==> src/rtl/pn_pkg.sv <==
package pn_pkg;
  typedef enum logic [1:0] {
    SEL_A    = 2'd0,
    SEL_B    = 2'd1,
    SEL_GOLD = 2'd2,
    SEL_LONG = 2'd3
  } chip_sel_e;

  // Fibonacci step: shift toward MSB, feedback from two taps enters bit 0
  function automatic logic [31:0] fib_next(input logic [31:0] st, input int w,
                                           input int hi, input int lo);
    logic [31:0] nx;
    nx = (st << 1) | {31'd0, st[hi] ^ st[lo]};
    for (int i = 0; i < 32; i++) if (i >= w) nx[i] = 1'b0;
    return nx;
  endfunction
endpackage

==> src/rtl/pn_lfsr.sv <==
module pn_lfsr #(
  parameter int W      = 8,
  parameter int TAP_HI = 7,
  parameter int TAP_LO = 1
) (
  input  logic         clk,
  input  logic         rst_n,
  input  logic         adv,
  input  logic         load,
  input  logic [W-1:0] seed,
  output logic [W-1:0] state
);
  localparam logic [W-1:0] DFLT = W'(1);

  logic [W-1:0] safe_seed;
  logic [W-1:0] stepped;
  logic [31:0]  wide_next;

  assign safe_seed = (seed == '0) ? DFLT : seed;
  assign wide_next = pn_pkg::fib_next(32'(state), W, TAP_HI, TAP_LO);
  assign stepped   = wide_next[W-1:0];

  always_ff @(posedge clk or negedge rst_n) begin
    if (!rst_n)     state <= DFLT;
    else if (load)  state <= safe_seed;
    else if (adv)   state <= stepped;
  end
endmodule

==> src/rtl/pn_out_sel.sv <==
module pn_out_sel (
  input  pn_pkg::chip_sel_e sel,
  input  logic              a_msb,
  input  logic              b_msb,
  input  logic              l_msb,
  output logic              chip
);
  always_comb begin
    unique case (sel)
      pn_pkg::SEL_A:    chip = a_msb;
      pn_pkg::SEL_B:    chip = b_msb;
      pn_pkg::SEL_GOLD: chip = a_msb ^ b_msb;
      default:          chip = l_msb;
    endcase
  end
endmodule

==> src/rtl/pn_chip_gen.sv <==
module pn_chip_gen #(
  parameter int SW    = 8,
  parameter int LW    = 17,
  parameter int TA_LO = 1,
  parameter int TB_LO = 3,
  parameter int TL_LO = 13
) (
  input  logic          clk,
  input  logic          rst_n,
  input  logic          en,
  input  logic          load,
  input  logic [SW-1:0] seed_a,
  input  logic [SW-1:0] seed_b,
  input  logic [LW-1:0] seed_l,
  input  logic [1:0]    mode,
  output logic          chip,
  output logic [SW-1:0] state_a,
  output logic [SW-1:0] state_b,
  output logic [LW-1:0] state_l
);
  // named internal event for the checker
  logic adv_evt;
  assign adv_evt = en & ~load;

  pn_lfsr #(.W(SW), .TAP_HI(SW-1), .TAP_LO(TA_LO)) u_reg_a (
    .clk(clk), .rst_n(rst_n), .adv(adv_evt), .load(load),
    .seed(seed_a), .state(state_a));

  pn_lfsr #(.W(SW), .TAP_HI(SW-1), .TAP_LO(TB_LO)) u_reg_b (
    .clk(clk), .rst_n(rst_n), .adv(adv_evt), .load(load),
    .seed(seed_b), .state(state_b));

  pn_lfsr #(.W(LW), .TAP_HI(LW-1), .TAP_LO(TL_LO)) u_reg_l (
    .clk(clk), .rst_n(rst_n), .adv(adv_evt), .load(load),
    .seed(seed_l), .state(state_l));

  pn_out_sel u_sel (
    .sel(pn_pkg::chip_sel_e'(mode)),
    .a_msb(state_a[SW-1]), .b_msb(state_b[SW-1]), .l_msb(state_l[LW-1]),
    .chip(chip));
endmodule

==> config.mk <==
export PLATFORM = sky130hd
export DESIGN_NAME = pn_chip_gen
export DESIGN_NICKNAME = d
export VERILOG_FILES = /design/src/rtl/pn_pkg.sv /design/src/rtl/pn_lfsr.sv /design/src/rtl/pn_out_sel.sv /design/src/rtl/pn_chip_gen.sv
export SDC_FILE = /design/constraint.sdc
export NUM_CORES = 1
export LEC_CHECK = 0
export BUFFER_PORTS_ARGS = -buffer_cell sky130_fd_sc_hd__buf_2
export CAP_MARGIN = 15
export CORE_MARGIN = 2
export CORE_UTILIZATION = 51
export CTS_BUF_LIST = sky130_fd_sc_hd__clkbuf_8 sky130_fd_sc_hd__clkbuf_16
export DETAILED_ROUTE_END_ITERATION = 8
export PLACE_DENSITY = 0.94
export SLEW_MARGIN = 20
export SYNTH_ARGS = -nofsm -noshare
export SYNTH_HDL_FRONTEND = slang
export SYNTH_SLANG_ARGS = --single-unit
==> constraint.sdc <==
create_clock -name clk -period 2 [get_ports clk]
set_input_delay 0.3 -clock clk [delete_from_list [all_inputs] [get_ports clk]]
set_output_delay 0.3 -clock clk [all_outputs]
set_load 0.01 [all_outputs]
# [Word-level counts from Yosys, hierarchy flattened]
# Index checks and enable logic that the tools add are counted.
[word_totals] word_cells=29 inputBits=39 reg_bits=33 output_inout_bits=34
[classes] n_reduce_logical=5 eq_ne=2 n_mux=10 n_bitwise=9
[op_table] op="$mux W17" n=3
[op_table] op="$mux W8" n=6
[op_table] op="$logic_not A17 Y1" n=1
[op_table] op="$or A17 B1 Y17" n=1
[op_table] op="$logic_not A8 Y1" n=2
[op_table] op="$or A8 B1 Y8" n=2
[op_table] op="$xor A1 B1 Y1" n=4
[op_table] op="$pmux W1 S3" n=1
[op_table] op="$eq A2 B1 Y1 const B" n=1
[op_table] op="$eq A2 B2 Y1 const B" n=1
[op_table] op="$logic_not A2 Y1" n=1
[op_table] op="$reduce_bool A2 Y1" n=1
[op_table] op="$and A1 B1 Y1" n=1
[op_table] op="$not A1 Y1" n=1

# [Depth between registers and ports, before layout]
# Gate-level depths: netlist of run 1.
[logic_depth] word_depth=4 mapped_depth=4 depth_no_buf=3

# [Cells and area by module]
# A second synthesis of run 1 with hierarchy kept.
[hier_totals] hier_cells=162 hier_area_um2=1704.1
[by_module_without_submodules] mod="pn_lfsr at u_reg_l" seq_area_each_um2=426.7 n_inst=1 area_per_inst_um2=847.1 cells_each=80
[by_module_without_submodules] mod="pn_lfsr at u_reg_a ..." seq_area_each_um2=201.4 n_inst=2 area_per_inst_um2=397.9 cells_each=38
[by_module_without_submodules] mod="pn_out_sel" seq_area_each_um2=0.0 n_inst=1 area_per_inst_um2=47.5 cells_each=5
[by_module_without_submodules] mod="pn_chip_gen" seq_area_each_um2=0.0 n_inst=1 area_per_inst_um2=13.8 cells_each=1

# [Least setup slack after synthesis of run 1]
# No wires, ideal clock.
[synth_path] path_kind="flip-flop to output port" startpoint="register u_reg_b.state[7]" endpoint="output port chip" t_arrival_ps=867 required_time_ps=1700 path_buffers=0 stages_incl_launch_ff=4 slack_ps=833 path_cell_list="dfrtp_1 nand2_1 xor2_1 o21ai_0"
[synth_between] elab_chain_len=2
[synth_rtl] element="from (decl)" line="pn_lfsr.sv:11" text="output logic [W-1:0] state"
[synth_rtl] element="from (signal assigned)" line="pn_lfsr.sv:25" text="else if (load) state <= safe_seed;"
[synth_rtl] element="from (signal assigned)" line="pn_lfsr.sv:26" text="else if (adv) state <= stepped;"
[synth_rtl] element="$xor A1 B1 Y1" line="pn_out_sel.sv:12" text="pn_pkg::SEL_GOLD: chip = a_msb ^ b_msb;"
[synth_rtl] element="$pmux W1 S3 *" line="pn_out_sel.sv:9" text="unique case (sel)"
[synth_rtl] element="to (decl)" line="pn_chip_gen.sv:16" text="output logic chip,"
# Every way passes the cells marked *; elsewhere a longest branch is shown, timed or not.

# [Worst setup path after layout of run 1]
# Same ends and word-level chain as after synthesis.

==> results of run 1 <==
[logic make-up after synthesis]
| kind of cell | share of synthesized area |
|---|---|
| flops | 0.4908 |
| simple gates | 0.1177 |
| compound gates | 0.1258 |
| mux | 0.1843 |
| xor+xnor | 0.02073 |
| buf+inv | 0.06070 |
[state kept, by name, summed over array words and instances (netlist names)]
register and cells:
u_reg_b.state 8, u_reg_a.state 8, u_reg_l.state 17
[Yosys cell counts (all sizes together)]
library cell and count:
dfrtp 30, a31o 1, a211o 2, a31oi 1, nor2 3, buf 12
nor4 5, o21ai 33, xnor2 3, nand2b 1, nor3 5, inv 1
clkbuf 2, dfstp 3, mux2 1, xor2 1, nand2 32, mux2i 30
a21oi 3
[path summary, 6_finish.rpt]
check	start	to	slack [ns]	cells past startpoint
setup / recovery	u_reg_b.state[7]	chip	0.46	4
hold / removal	rst_n	u_reg_l.state[5]	0.07	1
setup reg to reg	u_reg_l.state[16]	u_reg_l.state[0]	0.93	3
hold reg to reg	u_reg_a.state[6]	u_reg_a.state[6]	0.58	2
max in group asynchronous	rst_n	u_reg_a.state[7]	1.48	1
min in group clk	seed_b[5]	u_reg_b.state[5]	0.24	3
[worst max-delay path: cells and delay by family, from the launching register on]
kind	cells	cell delay (ns)
flops	1	0.43
buf+inv	1	0.14
compound gates	1	0.06
simple gates	1	0.06
mux	1	0.28
[power by group through the flow]
stage	logic [W]	registers, W	clock network (W)
2_1_floorplan	0.000184	0.000840	0
3_3_place_gp	0.000352	0.000815	0
3_5_place_dp	0.000361	0.000818	0
4_1_cts	0.000362	0.000807	0.000744
5_1_grt	0.000401	0.000818	0.000771
6_report	0.000358	0.000806	0.000738
[metal layers]
| metal | global-route usage | vias up | wire length [um] |
|---|---|---|---|
| li1 | - | 724 | - |
| met1 | 0.2782 | 668 | 1558 |
| met2 | 0.3654 | 54 | 1875 |
| met3 | 0.03992 | 6 | 243 |
| met4 | 0.08207 | 0 | 59 |
| met5 | 0 | - | 0 |
[layout by cell type, fill, tap and decap left out, types with 2 or more instances in the layout]
cell        n
buf_2      72
nand2_1    32
mux2i_1    30
o21ai_1    30
dfrtp_1    30
nor4_1      5
clkbuf_8    5
nor3_1      4
buf_4       4
o21ai_0     3
xnor2_1     3
nor2_1      3
a21oi_1     3
dfstp_2     3
a211o_1     2
bufinv_16   2
[stage by stage]
step | cells | hold slack [ns] | power, W | utilization
6_report | 283 | 0.06777 | 0.001901 | 0.6996
5_1_grt | 283 | 0.1364 | 0.001989 | 0.6996
4_1_cts | 283 | 0.08241 | 0.001913 | 0.6996
3_5_place_dp | 275 | 0.3817 | 0.001179 | 0.6565
3_3_place_gp | 275 | 0.3842 | 0.001167 | 0.6565
2_1_floorplan | 169 | 0.004409 | 0.001024 | -
[layout make-up]
class | instances | area share
sequential | 33 | 0.3821
clock inverter | 3 | 0.02997
tap | 44 | 0.02536
clock buffer | 5 | 0.03170
multi-input combinational | 121 | 0.3493
timing repair buffer | 76 | 0.1798
inverter | 1 | 0.001729
==> impl_metrics.ini, run 1 <==
[final_layout]
layout-drive-gt1-share = 0.3724
multi_input_area_um2 = 758.2
final.fill_count = 257
area_growth_pct = 28.42
final_area_um2 = 2171
seqCellArea_um2 = 829.5
insertedDiodeCount = 0
layout.nets = 277

[synth]
synth_top_area_share = 0.4441
yosys_warnings = 0
syn_area_um2 = 1690
netlist_top_cells_area = dfrtp_1 (44%), mux2i_1 (18%), o21ai_1 (8.9%)
synth_seq_cells = 33
syn_area_per_cell_um2 = 10.00
synth_nets = 208
syn_inst = 169
synth_cell_types = 23
yosys.area.top_type = dfrtp_1
seq_area_frac_synth = 0.4907

[floorplanning]
die_h_um = 61.57
io_pins = 73
std_cell_rows = 20
die_w_um = 61.57
start_util = 0.5448
dieArea_um2 = 3791
core_region_area_um2 = 3103

[sta]
slew_headroom = 0.5338
period_share = 0.7681
setup_ws_ns = 0.4638
hold_viol_final = 0
rsz0062_at_grt = false
worst_pin_slew_ns = 0.6992
period_minus_slack_ns = 1.536
finClkSkew_ns = 0.006817
slew_viol_final = 0
setup-tns-final_ns = 0
setup_viol = 0
fmax_mhz = 651.0

[critical_path]
crit_required_ns = 1.70
cp_max_fo = 5
path_cells = mux2_2, nand2_1, o21ai_0, buf_2
worstSetupEndpointType = output port
crit_path_max_incr_delay_ns = 0.43
critical_path_arrival_ns = 1.24
start_kind = flip-flop
cp_slowest_cell = dfrtp_1
crit_type = reg -> out

[routing]
ant_nets = 0
via_count = 1452
vias_per_cell = 5.131
route.detailed.drc = 0
drt-total-wl_um = 3736
first_pass_iters = 4
wl_per_cell_um = 13.20
first_iter_violations = 45

[global_route]
grt_util_all_layers = 0.2170
overflow = 0
grt_pass1_wl_um = 5954
grt_pass1_vias = 1344
grt_max_degree = 34
grt_antenna_before_repair = 0

[placement]
dpl.hpwl_um = 2833
placedInstanceArea_um2 = 2037
port_buffers = 72
place_ws_ns = 0.7340
gp_congestion = 0.8038

[clock_tree]
cts_tree = done
clk_pin_slew_worst_paths_ns = 0.07
htree_levels = 2
hold_buffers = 0
cts_made_buffers = 5
clockRootBuffer = clkbuf_8
clockBufferDepth = 2
clkLatencyLatePin_ns = 0.28
post_cts_buffers = 0
cts.sink_count = 33
post_cts_resized = 0

[pwr]
clockPowerShare = 0.388
combPwrFrac = 0.188
power_frac_seq = 0.424
leakagePower_nw = 1.120
peakVddDrop_mv = 0.5565
power.switching_w = 0.0004955
swShare = 0.2606
power.internal_w = 0.001406
powerDensity_nw_per_um2 = 875.9

[outcome]
outcome = completed

[min_path]
hp-class = in -> async

[run]
cap_viol_max_count = 0
No activity file was read; power rests on OpenSTA's default activity.
==> run 2, diff against run 1 <==
- CORE_UTILIZATION: 51 -> 42
- PLACE_DENSITY: 0.94 -> 0.84
- clock period: 2 -> 1.33 ns (I/O delays scaled with it)
==> run 2 against run 1 <==
- the run now ends with setup timing left
- total power grew 37%
- critical path depth is the same
- hold slack improved by 0.078 ns
- largest power group unchanged
==> impl_metrics.ini, run 2 (synthesis results as in run 1) <==
[floorplanning]
start_util = 0.4288
core_region_area_um2 = 3943
dieArea_um2 = 4548
io_pins = 73
die_w_um = 67.44
std_cell_rows = 23
die_h_um = 67.44

[outcome]
violations = setup timing
outcome = complete, but fails checks

[critical_path]
crit_required_ns = 1.13
worst_r2r_path_depth = 4
start_kind = flip-flop
r2r_setup_slack_ns = 0.21
path_buf_inv = 1
worstSetupEndpointType = output port
path_cells = mux2_4, nand2_2, o21ai_1, buf_2
worstSetupEndpoint = chip
critical_path_depth = 4
critical_path_arrival_ns = 1.22
r2r_start = u_reg_l.state[16]
crit_path_max_incr_delay_ns = 0.41
cp_max_fo = 4
cp-startpoint = u_reg_b.state[7]
crit_type = reg -> out
r2r-end = u_reg_l.state[0]
cp_slowest_cell = dfrtp_1
crit_family = flip-flops

[sta]
worst_pin_slew_ns = 0.3531
slew_viol_final = 0
setup_ws_ns = -0.09064
finClkSkew_ns = 0.008725
period_share = 1.068
setup_viol = 1
period_minus_slack_ns = 1.421
fmax_mhz = 703.9
whs_ns = 0.1461
hold_viol_final = 0
rsz0062_at_grt = true
slew_headroom = 0.7646

[pwr]
swShare = 0.2852
clockPowerShare = 0.314
power.switching_w = 0.0007438
leakagePower_nw = 1.153
power_frac_seq = 0.464
powerDensity_nw_per_um2 = 1171
combPwrFrac = 0.222
power.internal_w = 0.001864
peakVddDrop_mv = 0.7143

[clock_tree]
clockBufferDepth = 2
cts.sink_count = 33
clkLatencyLatePin_ns = 0.28
cts_tree = done
htree_levels = 2
cts_made_buffers = 5
clockRootBuffer = clkbuf_8
clk_pin_slew_worst_paths_ns = 0.07

[final_layout]
regMostFlops = u_reg_l.state
final_area_um2 = 2227
finalCoreUtilization = 0.5649
reg.largest.list = u_reg_l.state (17), u_reg_a.state (8), u_reg_b.state (8)
final_cells = 297
insertedDiodeCount = 0
layout.nets = 285
layout-drive-gt1-share = 0.3927
largest_reg_flops = 17
final_common_cell = buf_2
area_growth_pct = 31.75
final.fill_count = 348
layout.cells.most_common_list = buf_2 (72), nand2_1 (31), o21ai_1 (31), mux2i_1 (30), dfrtp_1 (30)

[routing]
drt-total-wl_um = 4077
first_pass_iters = 5
first_iter_violations = 70
via_count = 1505
vias_per_cell = 5.067
wl_per_cell_um = 13.73
ant_nets = 0
route.detailed.drc = 0

[placement]
port_buffers = 72
placedInstanceArea_um2 = 2095
gp_congestion = 0.8000
dpl.hpwl_um = 3187
post-place-cells = 286

[global_route]
grt_util_all_layers = 0.1935
grt_pass1_vias = 1422
grt_pass1_wl_um = 6458
grt_max_degree = 23
grt_antenna_before_repair = 0
overflow = 0

[min_path]
min_from = seed_b[3]
hp-class = in -> reg

[run]
cap_viol_max_count = 0
## run 2: cell count changes in the layout (fill, tap and decap cells not counted)
cell and delta:
buf_12 +1, buf_4 +6, bufinv_16 -2, clkbuf_8 +2
dlygate4sd3_1 +1, mux2_2 -1, mux2_4 +1, nand2_1 -1
nand2_2 +1, o21ai_0 -1, o21ai_1 +1
## run 2: worst reg2reg max path: stages, from the launching register on
cell     delay [ns]
dfrtp_1        0.38
buf_4          0.15
xnor2_1        0.13
a31o_1         0.23
nor3_2         0.16
## run 2: final cells by class
class	count	area, um^2	area share
Clock inverter	1	5.005	0.002247
Clock buffer	7	96.34	0.04326
Sequential cell	33	829.5	0.3725
Multi-Input combinational cell	121	764.5	0.3433
Timing Repair Buffer	84	465.4	0.2090
Tap cell	50	62.56	0.02809
Inverter	1	3.754	0.001685
## run 2: worst min-delay path by stage
stage | to | cells past startpoint
after global routing | u_reg_l.state[2] | 3
after global placement | u_reg_b.state[2] | 1
after floorplan | u_reg_a.state[1] | 0
after CTS | u_reg_b.state[3] | 3
after detailed placement | u_reg_b.state[2] | 1
final | u_reg_b.state[3] | 3
## run 2: what timing repair did
action                                 in CTS  in global routing
resized for setup                           2                  1
hold buffers                                1                  0
pin swaps                                   1                  0
endpoints found under the hold margin      24                  0
setup endpoints to repair                   1                  1
setup buffers                               2                  0
## run 2: routing by layer
layer / share of wire / global-route usage
met5: 0 / 0
met4: 0.011 / 0.05102
met3: 0.049 / 0.04833
met2: 0.53 / 0.3292
met1: 0.41 / 0.2457
## run 2: through the flow
step / setup TNS (ns) / power (W) / setup slack (ns)
after detailed placement: 0 / 0.001797 / 0.1620
after floorplan: 0 / 0.001540 / 0.2638
after CTS: -0.07843 / 0.002637 / -0.07843
after global routing: -0.1350 / 0.002771 / -0.1350
final: -0.09064 / 0.002608 / -0.09064
after global placement: 0 / 0.001776 / 0.2080
## run 2: power by group through the flow
stage / clock network [W] / registers, W / logic [W]
2_1_floorplan: 0 / 0.00126 / 0.000277
3_3_place_gp: 0 / 0.00123 / 0.000550
3_5_place_dp: 0 / 0.00123 / 0.000563
4_1_cts: 0.000841 / 0.00121 / 0.000584
5_1_grt: 0.000900 / 0.00123 / 0.000644
6_report: 0.000818 / 0.00121 / 0.000578
